### src/rtl/ptp_fine_pkg.sv
package ptp_fine_pkg;
    localparam int ACC_W  = 32;
    localparam int SEC_W  = 32;
    localparam int NS_W   = 30;
    localparam int INC_W  = 8;
    localparam int DATA_W = 32;
    localparam int SEL_W  = 2;

    localparam logic [NS_W-1:0] NS_PER_SEC = NS_W'(1_000_000_000);

    typedef enum logic [SEL_W-1:0] {
        SEL_ADDEND = 2'd0,
        SEL_STEP   = 2'd1,
        SEL_SEC    = 2'd2,
        SEL_NS     = 2'd3
    } cfg_sel_e;

    typedef struct packed {
        logic [SEC_W-1:0] sec;
        logic [NS_W-1:0]  ns;
    } tod_t;
endpackage

### src/rtl/ptp_cfg_regs.sv
module ptp_cfg_regs
    import ptp_fine_pkg::*;
#(
    parameter int CLK_NS = 8
) (
    input  logic              clk,
    input  logic              rst_n,
    input  logic              wr_en_i,
    input  logic [SEL_W-1:0]  wr_sel_i,
    input  logic [DATA_W-1:0] wr_data_i,
    output logic [ACC_W-1:0]  addend_o,
    output logic [INC_W-1:0]  step_o,
    output tod_t              start_o
);
    localparam logic [INC_W-1:0] STEP_RST   = INC_W'(2 * CLK_NS);
    localparam logic [ACC_W-1:0] ADDEND_RST = {1'b1, {(ACC_W-1){1'b0}}};

    typedef struct packed {
        logic [ACC_W-1:0] addend;
        logic [INC_W-1:0] step;
        tod_t             start;
    } cfg_t;

    cfg_t cfg_d, cfg_q;
    logic unused_hi;

    assign unused_hi = ^wr_data_i[DATA_W-1:NS_W];

    always_comb begin
        cfg_d = cfg_q;
        if (wr_en_i) begin
            case (cfg_sel_e'(wr_sel_i))
                SEL_ADDEND: cfg_d.addend    = wr_data_i[ACC_W-1:0];
                SEL_STEP:   cfg_d.step      = wr_data_i[INC_W-1:0];
                SEL_SEC:    cfg_d.start.sec = wr_data_i[SEC_W-1:0];
                SEL_NS:     cfg_d.start.ns  = wr_data_i[NS_W-1:0];
                default:    cfg_d = cfg_q;
            endcase
        end
    end

    always_ff @(posedge clk) begin
        if (!rst_n) begin
            cfg_q.addend <= ADDEND_RST;
            cfg_q.step   <= STEP_RST;
            cfg_q.start  <= '0;
        end else begin
            cfg_q <= cfg_d;
        end
    end

    assign addend_o = cfg_q.addend;
    assign step_o   = cfg_q.step;
    assign start_o  = cfg_q.start;

    // an addend write lands on the following cycle
    assert_addend_write_R3: assert property (@(posedge clk) disable iff (!rst_n)
        (wr_en_i && wr_sel_i == SEL_ADDEND) |=> addend_o == $past(wr_data_i[ACC_W-1:0]));
endmodule

### src/rtl/ptp_addend_acc.sv
module ptp_addend_acc
    import ptp_fine_pkg::*;
(
    input  logic             clk,
    input  logic             rst_n,
    input  logic             clear_i,
    input  logic [ACC_W-1:0] addend_i,
    output logic             carry_o
);
    typedef struct packed {
        logic [ACC_W-1:0] phase;
    } acc_t;

    acc_t acc_d, acc_q;
    logic [ACC_W:0] sum;

    always_comb begin
        sum   = {1'b0, acc_q.phase} + {1'b0, addend_i};
        acc_d = acc_q;
        if (clear_i) acc_d.phase = '0;
        else         acc_d.phase = sum[ACC_W-1:0];
    end

    always_ff @(posedge clk) begin
        if (!rst_n) acc_q <= '0;
        else        acc_q <= acc_d;
    end

    assign carry_o = sum[ACC_W];

    // the initialise strobe empties the phase accumulator
    assert_acc_clear_R5: assert property (@(posedge clk) disable iff (!rst_n)
        clear_i |=> acc_q.phase == '0);
    // a zero addend never produces a carry
    assert_zero_addend_R9: assert property (@(posedge clk) disable iff (!rst_n)
        (addend_i == '0) |-> !carry_o);
endmodule

### src/rtl/ptp_tod_counter.sv
module ptp_tod_counter
    import ptp_fine_pkg::*;
(
    input  logic             clk,
    input  logic             rst_n,
    input  logic             carry_i,
    input  logic [INC_W-1:0] step_i,
    input  logic             init_i,
    input  tod_t             start_i,
    output tod_t             tod_o
);
    tod_t tod_d, tod_q;
    logic [NS_W:0] ns_sum;

    always_comb begin
        tod_d  = tod_q;
        ns_sum = {1'b0, tod_q.ns} + (NS_W+1)'(step_i);
        if (init_i) begin
            tod_d = start_i;
        end else if (carry_i) begin
            if (ns_sum >= {1'b0, NS_PER_SEC}) begin
                tod_d.ns  = NS_W'(ns_sum - {1'b0, NS_PER_SEC});
                tod_d.sec = tod_q.sec + 1'b1;
            end else begin
                tod_d.ns  = ns_sum[NS_W-1:0];
            end
        end
    end

    always_ff @(posedge clk) begin
        if (!rst_n) tod_q <= '0;
        else        tod_q <= tod_d;
    end

    assign tod_o = tod_q;

    // no carry and no initialise means time stands still
    assert_hold_without_carry_R2: assert property (@(posedge clk) disable iff (!rst_n)
        (!init_i && !carry_i) |=> $stable(tod_q));
    // seconds only step by one outside of an initialise
    assert_sec_step_R4: assert property (@(posedge clk) disable iff (!rst_n)
        !init_i |=> (tod_q.sec == $past(tod_q.sec) || tod_q.sec == $past(tod_q.sec) + 1'b1));
    // an in-range nanosecond value stays in range
    assert_ns_range_R4: assert property (@(posedge clk) disable iff (!rst_n)
        (!init_i && tod_q.ns < NS_PER_SEC) |=> tod_q.ns < NS_PER_SEC);
    // the start time wins over a simultaneous carry
    assert_init_load_R5: assert property (@(posedge clk) disable iff (!rst_n)
        init_i |=> tod_q == $past(start_i));
endmodule

### src/rtl/ptp_snapshot.sv
module ptp_snapshot
    import ptp_fine_pkg::*;
(
    input  logic clk,
    input  logic rst_n,
    input  logic capture_i,
    input  tod_t tod_i,
    output tod_t snap_o
);
    tod_t snap_d, snap_q;

    always_comb begin
        snap_d = snap_q;
        if (capture_i) snap_d = tod_i;
    end

    always_ff @(posedge clk) begin
        if (!rst_n) snap_q <= '0;
        else        snap_q <= snap_d;
    end

    assign snap_o = snap_q;

    // the stored pair matches the time seen before the strobe edge
    assert_snap_pair_R6: assert property (@(posedge clk) disable iff (!rst_n)
        capture_i |=> snap_q == $past(tod_i));
    assert_snap_hold_R6: assert property (@(posedge clk) disable iff (!rst_n)
        !capture_i |=> $stable(snap_q));
endmodule

### src/rtl/ptp_fine_clock.sv
module ptp_fine_clock
    import ptp_fine_pkg::*;
#(
    parameter int CLK_NS = 8
) (
    input  logic        clk,
    input  logic        rst_n,
    input  logic        cfg_wr_en,
    input  logic [1:0]  cfg_wr_sel,
    input  logic [31:0] cfg_wr_data,
    input  logic        init_load,
    input  logic        capture,
    output logic [31:0] tod_sec,
    output logic [29:0] tod_ns,
    output logic [31:0] snap_sec,
    output logic [29:0] snap_ns
);
    logic [ACC_W-1:0] addend;
    logic [INC_W-1:0] step;
    tod_t             start_tod;
    tod_t             run_tod;
    tod_t             snap_tod;
    logic             carry;

    ptp_cfg_regs #(.CLK_NS(CLK_NS)) u_cfg (
        .clk       (clk),
        .rst_n     (rst_n),
        .wr_en_i   (cfg_wr_en),
        .wr_sel_i  (cfg_wr_sel),
        .wr_data_i (cfg_wr_data),
        .addend_o  (addend),
        .step_o    (step),
        .start_o   (start_tod)
    );

    ptp_addend_acc u_acc (
        .clk      (clk),
        .rst_n    (rst_n),
        .clear_i  (init_load),
        .addend_i (addend),
        .carry_o  (carry)
    );

    ptp_tod_counter u_cnt (
        .clk     (clk),
        .rst_n   (rst_n),
        .carry_i (carry),
        .step_i  (step),
        .init_i  (init_load),
        .start_i (start_tod),
        .tod_o   (run_tod)
    );

    ptp_snapshot u_snap (
        .clk       (clk),
        .rst_n     (rst_n),
        .capture_i (capture),
        .tod_i     (run_tod),
        .snap_o    (snap_tod)
    );

    assign tod_sec  = run_tod.sec;
    assign tod_ns   = run_tod.ns;
    assign snap_sec = snap_tod.sec;
    assign snap_ns  = snap_tod.ns;
endmodule

### config.mk
export PLATFORM = sky130hd
export DESIGN_NAME = ptp_fine_clock
export DESIGN_NICKNAME = d
export VERILOG_FILES = /design/src/rtl/ptp_fine_pkg.sv /design/src/rtl/ptp_cfg_regs.sv /design/src/rtl/ptp_addend_acc.sv /design/src/rtl/ptp_tod_counter.sv /design/src/rtl/ptp_snapshot.sv /design/src/rtl/ptp_fine_clock.sv
export SDC_FILE = /design/constraint.sdc
export NUM_CORES = 1
export LEC_CHECK = 0
export ABC_CLOCK_PERIOD_IN_PS = 6790
export CORE_UTILIZATION = 35
export DETAILED_ROUTE_END_ITERATION = 8
export SLEW_MARGIN = 30
export SYNTH_ARGS = -nofsm -noshare
export SYNTH_HDL_FRONTEND = slang
export SYNTH_SLANG_ARGS = --single-unit
### constraint.sdc
create_clock -name clk -period 6.79 [get_ports clk]
set_input_delay 1.358 -clock clk [delete_from_list [all_inputs] [get_ports clk]]
set_output_delay 1.358 -clock clk [all_outputs]
set_load 0.02 [all_outputs]
# Yosys cells after proc, flatten, opt, wreduce, memory -nomap -nowiden
# Index checks and enable logic that the tools add are counted.
dict set report word_totals {
  regBits 258
  input_bits 39
  out_inout_bits 124
  wordCells 31
}
dict set report op_classes {
  eq_ne 3
  mux 4
  magnitude_cmp 1
  n_bitwise 1
  addsub 4
  reduce_logical 9
}
# operator count
set ops {}
lappend ops {{$mux 62} 2}
lappend ops {{$add 32x32->33} 1}
lappend ops {{$add 32x1->32 const B} 1}
lappend ops {{$mux 32} 1}
lappend ops {{$add 30x8->31} 1}
lappend ops {{$ge 31x30->1 const B} 1}
lappend ops {{$mux 30} 1}
lappend ops {{$sub 30x30->30 const B} 1}
lappend ops {{$reduce_and 2->1} 5}
lappend ops {{$eq 2x2->1 const B} 2}
lappend ops {{$reduce_bool 2->1} 2}
lappend ops {{$eq 2x1->1 const B} 1}
lappend ops {{$logic_not 2->1} 1}
lappend ops {{$reduce_or 2->1} 1}
lappend ops {{$not 1->1} 1}

# Longest topological paths before layout
# Gate-level depths: netlist (run 1).
dict set report logic_depth {
  depth_word 5
  depth_mapped 19
  mapped_depth_nobuf 16
}

# By module
# Synthesis (run 1) repeated with hierarchy kept, for this count alone.
dict set report unflattened {
  cells_unflattened 1598
  area_unflattened_um2 14136.1
}
# module n_inst seq_area_each_um2 cells_each area_each_um2
set modules_own_cells {}
lappend modules_own_cells {ptp_tod_counter 1 1241.2 660 5123.7}
lappend modules_own_cells {ptp_cfg_regs 1 2042.0 371 3809.9}
lappend modules_own_cells {ptp_addend_acc 1 640.6 368 2829.0}
lappend modules_own_cells {ptp_snapshot 1 1241.2 199 2373.5}

# Least setup slack after synthesis (run 1)
# Ideal clock, no wire load.
dict set report synth_timing {
  path_type {register to register}
  start {reg u_cnt.tod_q, in the netlist u_cnt.tod_o[0]}
  end {reg u_cnt.tod_q, in the netlist u_cnt.tod_o[55]}
  path_stages_with_launch 17
  period_less_slack_ps 3991
  t_arrival_ps 3875
  t_required_ps 6674
  setup_time_ps 116
  n_path_buf 2
  path_slack_ps 2799
  cell_sequence {dfxtp_1 > ha_1 > inv_1 > fa_1 > nand2b_1 > a21bo_2 > clkbuf_1 > a2111oi_0 > xor2_1 > or3_1 > nor4_2 > a211oi_2 > o21ai_4 > buf_6 > o211ai_1 > xnor2_1 > o211a_1}
}
dict set report synth_between {
  elab_chain_cells 4
}
# element line
set synth_lines {}
lappend synth_lines {{from (decl)} ptp_tod_counter.sv:12} ;# tod_t tod_d, tod_q;
lappend synth_lines {{from (signal assigned)} ptp_tod_counter.sv:32} ;# else tod_q <= tod_d;
lappend synth_lines {{$add 30x8->31} ptp_tod_counter.sv:17} ;# ns_sum = {1'b0, tod_q.ns} + (NS_W+1)'(step_i);
lappend synth_lines {{$ge 31x30->1} ptp_tod_counter.sv:21} ;# if (ns_sum >= {1'b0, NS_PER_SEC}) begin
lappend synth_lines {{$reduce_bool 2->1 (no line)} --}
lappend synth_lines {{$reduce_and 2->1 (no line)} --}
# No other way between the ends.
# A chain may end at the register's enable or synchronous reset.

# Final worst setup path (run 1)
dict set report layout_timing {
  start {reg u_cnt.tod_q, in the netlist u_cnt.tod_o[0]}
  end {reg u_cnt.tod_q, in the netlist u_cnt.tod_o[37]}
}
# Same word-level chain as after synthesis.

==> summary.md, run 1 <==
| Metric | Value |
|---|---|
| Register area | 0.005165 mm2 |
| Setup Viol. Count Final | 0 |
| Remaining Overflow, GRT | 0 |
| Actual slew at the worst max-slew pin | 962.7 ps |
| Die width | 199.8 um |
| Area contributors post-synth | dfxtp_1, nand2_1, a21boi_0, mux2i_1, ha_1 |
| Fraction of layout cells with a size suffix above 1 | 5.706% |
| Seq/Total Area, Yosys | 37.71% |
| Synth area leader | dfxtp_1 |
| Max frequency | 226.9 MHz |
| Yosys cell types | 83 |
| Area growth syn-to-layout | 21.16% |
| Crit path required time | 7220 ps |
| Vias in the first global route | 11260 |
| Die area | 0.03993 mm2 |
| Layout Nets | 1832 |
| Syn nets | 1735 |
| Die Y | 199.8 um |
| HP Start | u_cfg.start_o[24]$_SDFFE_PN0P_ |
| Largest net degree at the start of global routing | 106 |
| Core Area | 0.03865 mm2 |
| CP endpoint kind | flip-flop |
| Area after DPL | 0.01561 mm2 |
| Ys flop type | dfxtp_1 |
| CTS buffer count | 29 |
| Reg2reg start | u_cnt.tod_o[0]$_SDFFE_PN0P_ |
| LEAKAGE | 6.164 nW |
| Switching power | 916.7 uW |
| Synth warnings | 0 |
| Internal power | 2.713 mW |
| Antenna Cells | 0 |
| CTS tree | built |
| Reg power frac | 44.3% |
| Clock Latency Late Sink | 560 ps |
| DRT iter0 DRCs | 928 |
| Rows | 72 |
| Crit path kind | flip-flop to flip-flop |
| Fillers | 3833 |
| Max-Cap Viols | 0 |
| Final Hold Vio Count | 0 |
| Post-CTS Hold Buffers | 0 |
| Fin crit share | 64.90% |
| Multi-input gate area | 0.008015 mm2 |
| Wirelength, routed | 40.08 mm |
| Vias per cell | 5.245 |
| WP data arrival | 4840 ps |
| Syn avg cell area | 8.292 um2 |
| IO Count | 163 |
| Setup crit start kind | flip-flop |
| CP max FO | 29 |
| EDFF count, synth | 0 |
| First-pass DRT Iterations | 5 |
| HPWL Detailed | 28.08 mm |
| First-pass GRT wire length | 62.80 mm |
| Worst setup startpoint | u_cnt.tod_o[0]$_SDFFE_PN0P_ |
| Final core utilization | 42.95% |
| Final instance area | 0.01660 mm2 |
| Worst VDD drop | 0.1827 mV |
| Relative slew slack | 35.58% |
| Gpl congestion | 0.8935 |
| Post-synth ARST share | 0% |
| Worst hold path type | flip-flop to flip-flop |
| Hold_ws | 460.6 ps |
| GRT Util Overall | 19.80% |
| Power density over the cells | 218.7 mW/mm2 |
| Crit path time final | 4407 ps |
| Port bufs | 162 |
| Setup bufs post-CTS | 0 |
| Final Skew | 9.718 ps |
| PostCTS Resize Cnt | 0 |
| Syn Inst Count | 1652 |
| WL/cell | 17.52 um |
| DRC viols | 0 |
| RSZ-0062 raised after global routing | false |
| Clk slew on worst S/H paths | 60 ps |
| Sw Share | 25.26% |
| Fin Setup TNS | 0 ps |
| Clk pwr share | 45.2% |
| H-tree Lvls | 1 |
| Status | finished, final reports clean |
| Via count | 12000 |
| Initial antenna violation count | 0 |
| Clk Tree Root Cell | clkbuf_16 |
| Initial core utilization | 35.44% |
| Comb power frac | 10.4% |
| Antenna-violating nets left | 0 |
| Sink Count | 258 |
| Clock buffer depth | 3 |
| Synth top area share | 37.71% |
| Fin. max-slew vios | 0 |
| Post-Syn Area | 0.01370 mm2 |
| Synth Register Bits | 258 |
path summary, 6_finish.rpt:
path	to	slack [ps]	cells after the start
max	u_cnt.tod_o[37]$_SDFFE_PN0P_	2380	16
min	u_cfg.start_o[24]$_SDFFE_PN0P_	460	2
max reg2reg	u_cnt.tod_o[37]$_SDFFE_PN0P_	2380	16
min reg2reg	u_cfg.start_o[24]$_SDFFE_PN0P_	460	2
cells by family after synthesis:
group | count (synthesis) | synth area share, %
AOI/OAI and AO/OA | 437 | 23.15
DFF | 258 | 37.71
muxes | 69 | 5.051
adders and majority gates | 44 | 4.129
xor gates and xnor gates | 59 | 3.772
buffers and inverters | 128 | 3.873
and+or+nand+nor | 657 | 22.32
layer usage:
layer / up-vias / wire length [um] / part of all wire, % / track usage, %
met3: 51 / 1809 / 4.5 / 2.285
met4: 0 / 816 / 2.0 / 5.485
met5: - / 0 / 0 / 0
met2: 288 / 18390 / 46 / 32.82
li1: 5973 / - / - / -
met1: 5688 / 19060 / 48 / 27.05
power by group through the flow:
stage | logic [mW] | registers [mW] | clock network, mW
2_1_floorplan | 0.229 | 1.64 | 0
3_3_place_gp | 0.375 | 1.64 | 0
3_5_place_dp | 0.379 | 1.64 | 0
4_1_cts | 0.380 | 1.61 | 1.68
5_1_grt | 0.414 | 1.62 | 1.75
6_report | 0.379 | 1.61 | 1.64
final cells by class:
class | instances | share of cell area [%]
clock buffer | 41 | 5.006
clock inverter | 11 | 0.9574
inverter | 21 | 0.4749
multi-input combinational | 1266 | 48.29
sequential | 258 | 31.12
tap | 518 | 3.905
timing repair buffer | 173 | 10.24
cells in the final DEF, fill, tap and decap left out, drive strengths merged, types with 8 or more instances in the layout:
cell type and instances:
inv 22, nand2 330, xor2 31, and2 17, and3 19, nor2 100
nand2b 8, nor2b 70, o31ai 11, o21ai 66, nor4 8, o211a 14
a31oi 18, a21o 27, mux2i 68, o211ai 17, ha 42, nand4 9
a21boi 131, clkdlybuf4s50 159, nand3 37, or3 12, a22o 11, a21oi 55
xnor2 28, buf 14, o21a 11, clkbuf 41, nor3 18, a211oi 18
dfxtp 258, nor3b 8
worst max-delay path, cell delays in order, from the launching register on:
cell	delay, ps
dfxtp_1	380
ha_1	180
inv_1	60
fa_1	400
nand2b_1	210
a21bo_2	270
a2111oi_0	480
xor2_1	170
or3_1	420
nor4_2	350
a211oi_2	180
o21ai_4	180
buf_4	320
a21oi_2	90
buf_4	250
o21ai_0	220
a21boi_0	110
sequential cells by signal, indices dropped and copies added (netlist names):
signal / flops
u_cfg.start_o: 62
u_snap.snap_o: 62
u_cnt.tod_o: 62
u_cfg.addend_o: 32
u_cfg.step_o: 8
u_acc.acc_q: 32
Yosys cell counts, drive strengths merged, types with 11 or more instances:
| master | count |
|---|---|
| nand2 | 330 |
| dfxtp | 258 |
| a21boi | 131 |
| nor2 | 100 |
| clkbuf | 87 |
| nor2b | 70 |
| mux2i | 68 |
| o21ai | 66 |
| a21oi | 55 |
| ha | 42 |
| nand3 | 37 |
| xor2 | 31 |
| xnor2 | 28 |
| a21o | 27 |
| inv | 21 |
| buf | 20 |
| and3 | 19 |
| a211oi | 18 |
| a31oi | 18 |
| nor3 | 18 |
| and2 | 17 |
| o211ai | 17 |
| o211a | 14 |
| or3 | 12 |
| a22o | 11 |
| o21a | 11 |
| o31ai | 11 |
per-stage QoR:
step | std cells | setup slack, ps | total power, mW
global route | 2288 | 2061 | 3.775
floorplan | 1652 | 2799 | 1.871
detailed placement | 2236 | 2255 | 2.022
CTS | 2288 | 2224 | 3.673
global placement | 2236 | 2393 | 2.016
finish | 2288 | 2383 | 3.630
(Power assumes the default switching activity.)
==> inputs of run 2 (changes only) <==
--- a/config.mk
+++ b/config.mk
@@ -5,7 +5,7 @@
 export SDC_FILE = /design/constraint.sdc
 export NUM_CORES = 1
 export LEC_CHECK = 0
-export ABC_CLOCK_PERIOD_IN_PS = 6790
+export ABC_CLOCK_PERIOD_IN_PS = 3700
 export CORE_UTILIZATION = 35
 export DETAILED_ROUTE_END_ITERATION = 8
 export SLEW_MARGIN = 30
==> constraint.sdc (replaced) <==
create_clock -name clk -period 3.7 [get_ports clk]
set_input_delay 0.74 -clock clk [delete_from_list [all_inputs] [get_ports clk]]
set_output_delay 0.74 -clock clk [all_outputs]
set_load 0.02 [all_outputs]
==> run 2 against run 1 <==
Cell area is 7.1% higher. Clock skew grew 13 ps. Via count increased by 3.2%. Setup slack lost 2300 ps. Non-clock buffer count grew 109. Critical endpoint is now u_cnt.tod_o[56]$_SDFFE_PN0P_.
==> summary.md, run 2 (synthesis results as in run 1) <==
| Metric | Value |
|---|---|
| Clk Tree Root Cell | clkbuf_16 |
| Gpl congestion | 0.8838 |
| Initial core utilization | 35.44% |
| Clk pwr share | 45.4% |
| Status | finished, final reports clean |
| Internal power | 5.086 mW |
| Post-Layout Cell Count | 2400 |
| Met3 usage | 2.369% |
| Area growth syn-to-layout | 29.80% |
| Gr busiest metal | met2 |
| Fillers | 3767 |
| CP endpoint kind | flip-flop |
| Placed cells | 2322 |
| Final Skew | 22.77 ps |
| Port bufs | 162 |
| Actual slew at the worst max-slew pin | 827.8 ps |
| Crit path kind | flip-flop to flip-flop |
| Clock Latency Late Sink | 580 ps |
| Critical-path cell list | ha_4, a21oi_1, buf_4, a2111o_1, a21oi_4, and3_1, nand2_1, a2111o_1, a21o_1, o21ai_4, buf_6, a21oi_4, buf_12, clkbuf_16, o21ai_0, a21boi_0 |
| CTS tree | built |
| Worst VDD drop | 0.3503 mV |
| IO Count | 163 |
| Worst hold path type | flip-flop to flip-flop |
| Antenna Cells | 0 |
| Sink Count | 258 |
| Die width | 199.8 um |
| H-tree Lvls | 1 |
| Final Hold Vio Count | 0 |
| Setup Viol. Count Final | 0 |
| RSZ-0062 raised after global routing | true |
| Crit path time final | 3653 ps |
| Antenna-violating nets left | 0 |
| Fin. max-slew vios | 0 |
| HPWL Detailed | 29.25 mm |
| Fin crit share | 98.73% |
| Max-Cap Viols | 0 |
| Vias per cell | 5.160 |
| Via count | 12380 |
| Core Area | 0.03865 mm2 |
| Hold_ws | 460.7 ps |
| CP delay by family, top | compound AO/OA/AOI/OAI gates |
| Die area | 0.03993 mm2 |
| Comb power frac | 11.9% |
| Die Y | 199.8 um |
| Buf/Inv on CP | 4 |
| Most frequent cells in the layout | nand2_1, dfxtp_1, clkdlybuf4s50_1, a21boi_0, buf_4 |
| First-pass DRT Iterations | 5 |
| Worst setup startpoint | u_cfg.step_o[7]$_SDFFE_PN0P_ |
| Switching power | 1.780 mW |
| Final Total Pwr | 6.866 mW |
| HP Start | u_cfg.start_o[55]$_SDFFE_PN0P_ |
| Met2 usage | 32.69% |
| DRT iter0 DRCs | 722 |
| Final core utilization | 46.01% |
| Power density over the cells | 386.1 mW/mm2 |
| GRT Util Overall | 20.11% |
| Post-CTS Hold Buffers | 0 |
| CTS buffer count | 30 |
| Crit path required time | 4160 ps |
| CP max-delay cell | a2111o_1 |
| Sw Share | 25.92% |
| Commonest non-fill, non-tap cell in the layout | nand2_1 |
| Wirelength, routed | 41.31 mm |
| First-pass GRT wire length | 63.30 mm |
| WP data arrival | 4120 ps |
| Relative slew slack | 44.81% |
| Global-route met1 utilization | 28.02% |
| Reg2reg start | u_cfg.step_o[7]$_SDFFE_PN0P_ |
| Fraction of layout cells with a size suffix above 1 | 12.75% |
| Largest net degree at the start of global routing | 109 |
| Remaining Overflow, GRT | 0 |
| Rows | 72 |
| Layout Nets | 1942 |
| Vias in the first global route | 11360 |
| Slowest cell delay on critical path | 480 ps |
| Initial antenna violation count | 0 |
| WL/cell | 17.21 um |
| Clk slew on worst S/H paths | 60 ps |
| Setup crit start kind | flip-flop |
| Reg power frac | 42.6% |
| CP max FO | 7 |
| DRC viols | 0 |
| LEAKAGE | 6.801 nW |
| Clock buffer depth | 3 |
| Max frequency | 273.8 MHz |
-- run 2: path summary, 6_finish.rpt --
path / end / slack, ps / depth (start not counted)
worst max-delay path: u_cnt.tod_o[56]$_SDFFE_PN0P_ / 50 / 16
worst min-delay path: u_cfg.start_o[55]$_SDFFE_PN0P_ / 460 / 2
worst max register to register: u_cnt.tod_o[56]$_SDFFE_PN0P_ / 50 / 16
worst min register to register: u_cfg.start_o[55]$_SDFFE_PN0P_ / 460 / 2
-- run 2: timing repair --
action	4_1_cts	5_1_grt
hold endpoints to repair	0	0
resized for setup	13	33
endpoints found under the setup margin	35	51
gates cloned	1	3
pin swaps	5	16
setup buffers	5	14
-- run 2: final cells by class --
| cell class | instances | area [um2] | area share (%) |
|---|---|---|---|
| multi-input combinational | 1266 | 8187 | 46.04 |
| sequential | 258 | 5169 | 29.07 |
| timing repair buffer | 282 | 2656 | 14.94 |
| clock buffer | 37 | 827.0 | 4.651 |
| tap | 518 | 648.1 | 3.645 |
| clock inverter | 18 | 215.2 | 1.210 |
| inverter | 21 | 78.83 | 0.4433 |
-- run 2: per-stage QoR --
stage | setup slack [ps] | setup TNS [ps] | cell area (um2)
after global placement | 14.23 | 0 | 16330
after detailed placement | -99.50 | -1463 | 16330
after global routing | -90.80 | -1810 | 17780
after CTS | 32.89 | 0 | 17510
after floorplan | 16.25 | 0 | 13720
final | 47.17 | 0 | 17780
-- run 2: tightest hold or removal path, cell delays in order (launching register included) --
cell,delay [ps]
dfxtp_1,300
nand2_1,50
a21boi_0,60
-- run 2: power by group through the flow --
stage / Clock (mW) / Sequential, mW / Combinational [mW]
3_5_place_dp: 0 / 2.99 / 0.781
5_1_grt: 3.30 / 2.94 / 0.892
3_3_place_gp: 0 / 2.99 / 0.777
4_1_cts: 3.19 / 2.93 / 0.800
2_1_floorplan: 0 / 3.01 / 0.421
6_report: 3.12 / 2.93 / 0.820
-- run 2: layer usage --
layer  share of wire, %  wire (um)
met4                2.1        881
met1                 48      19900
met3                4.0       1644
met5                  0          0
met2                 46      18890
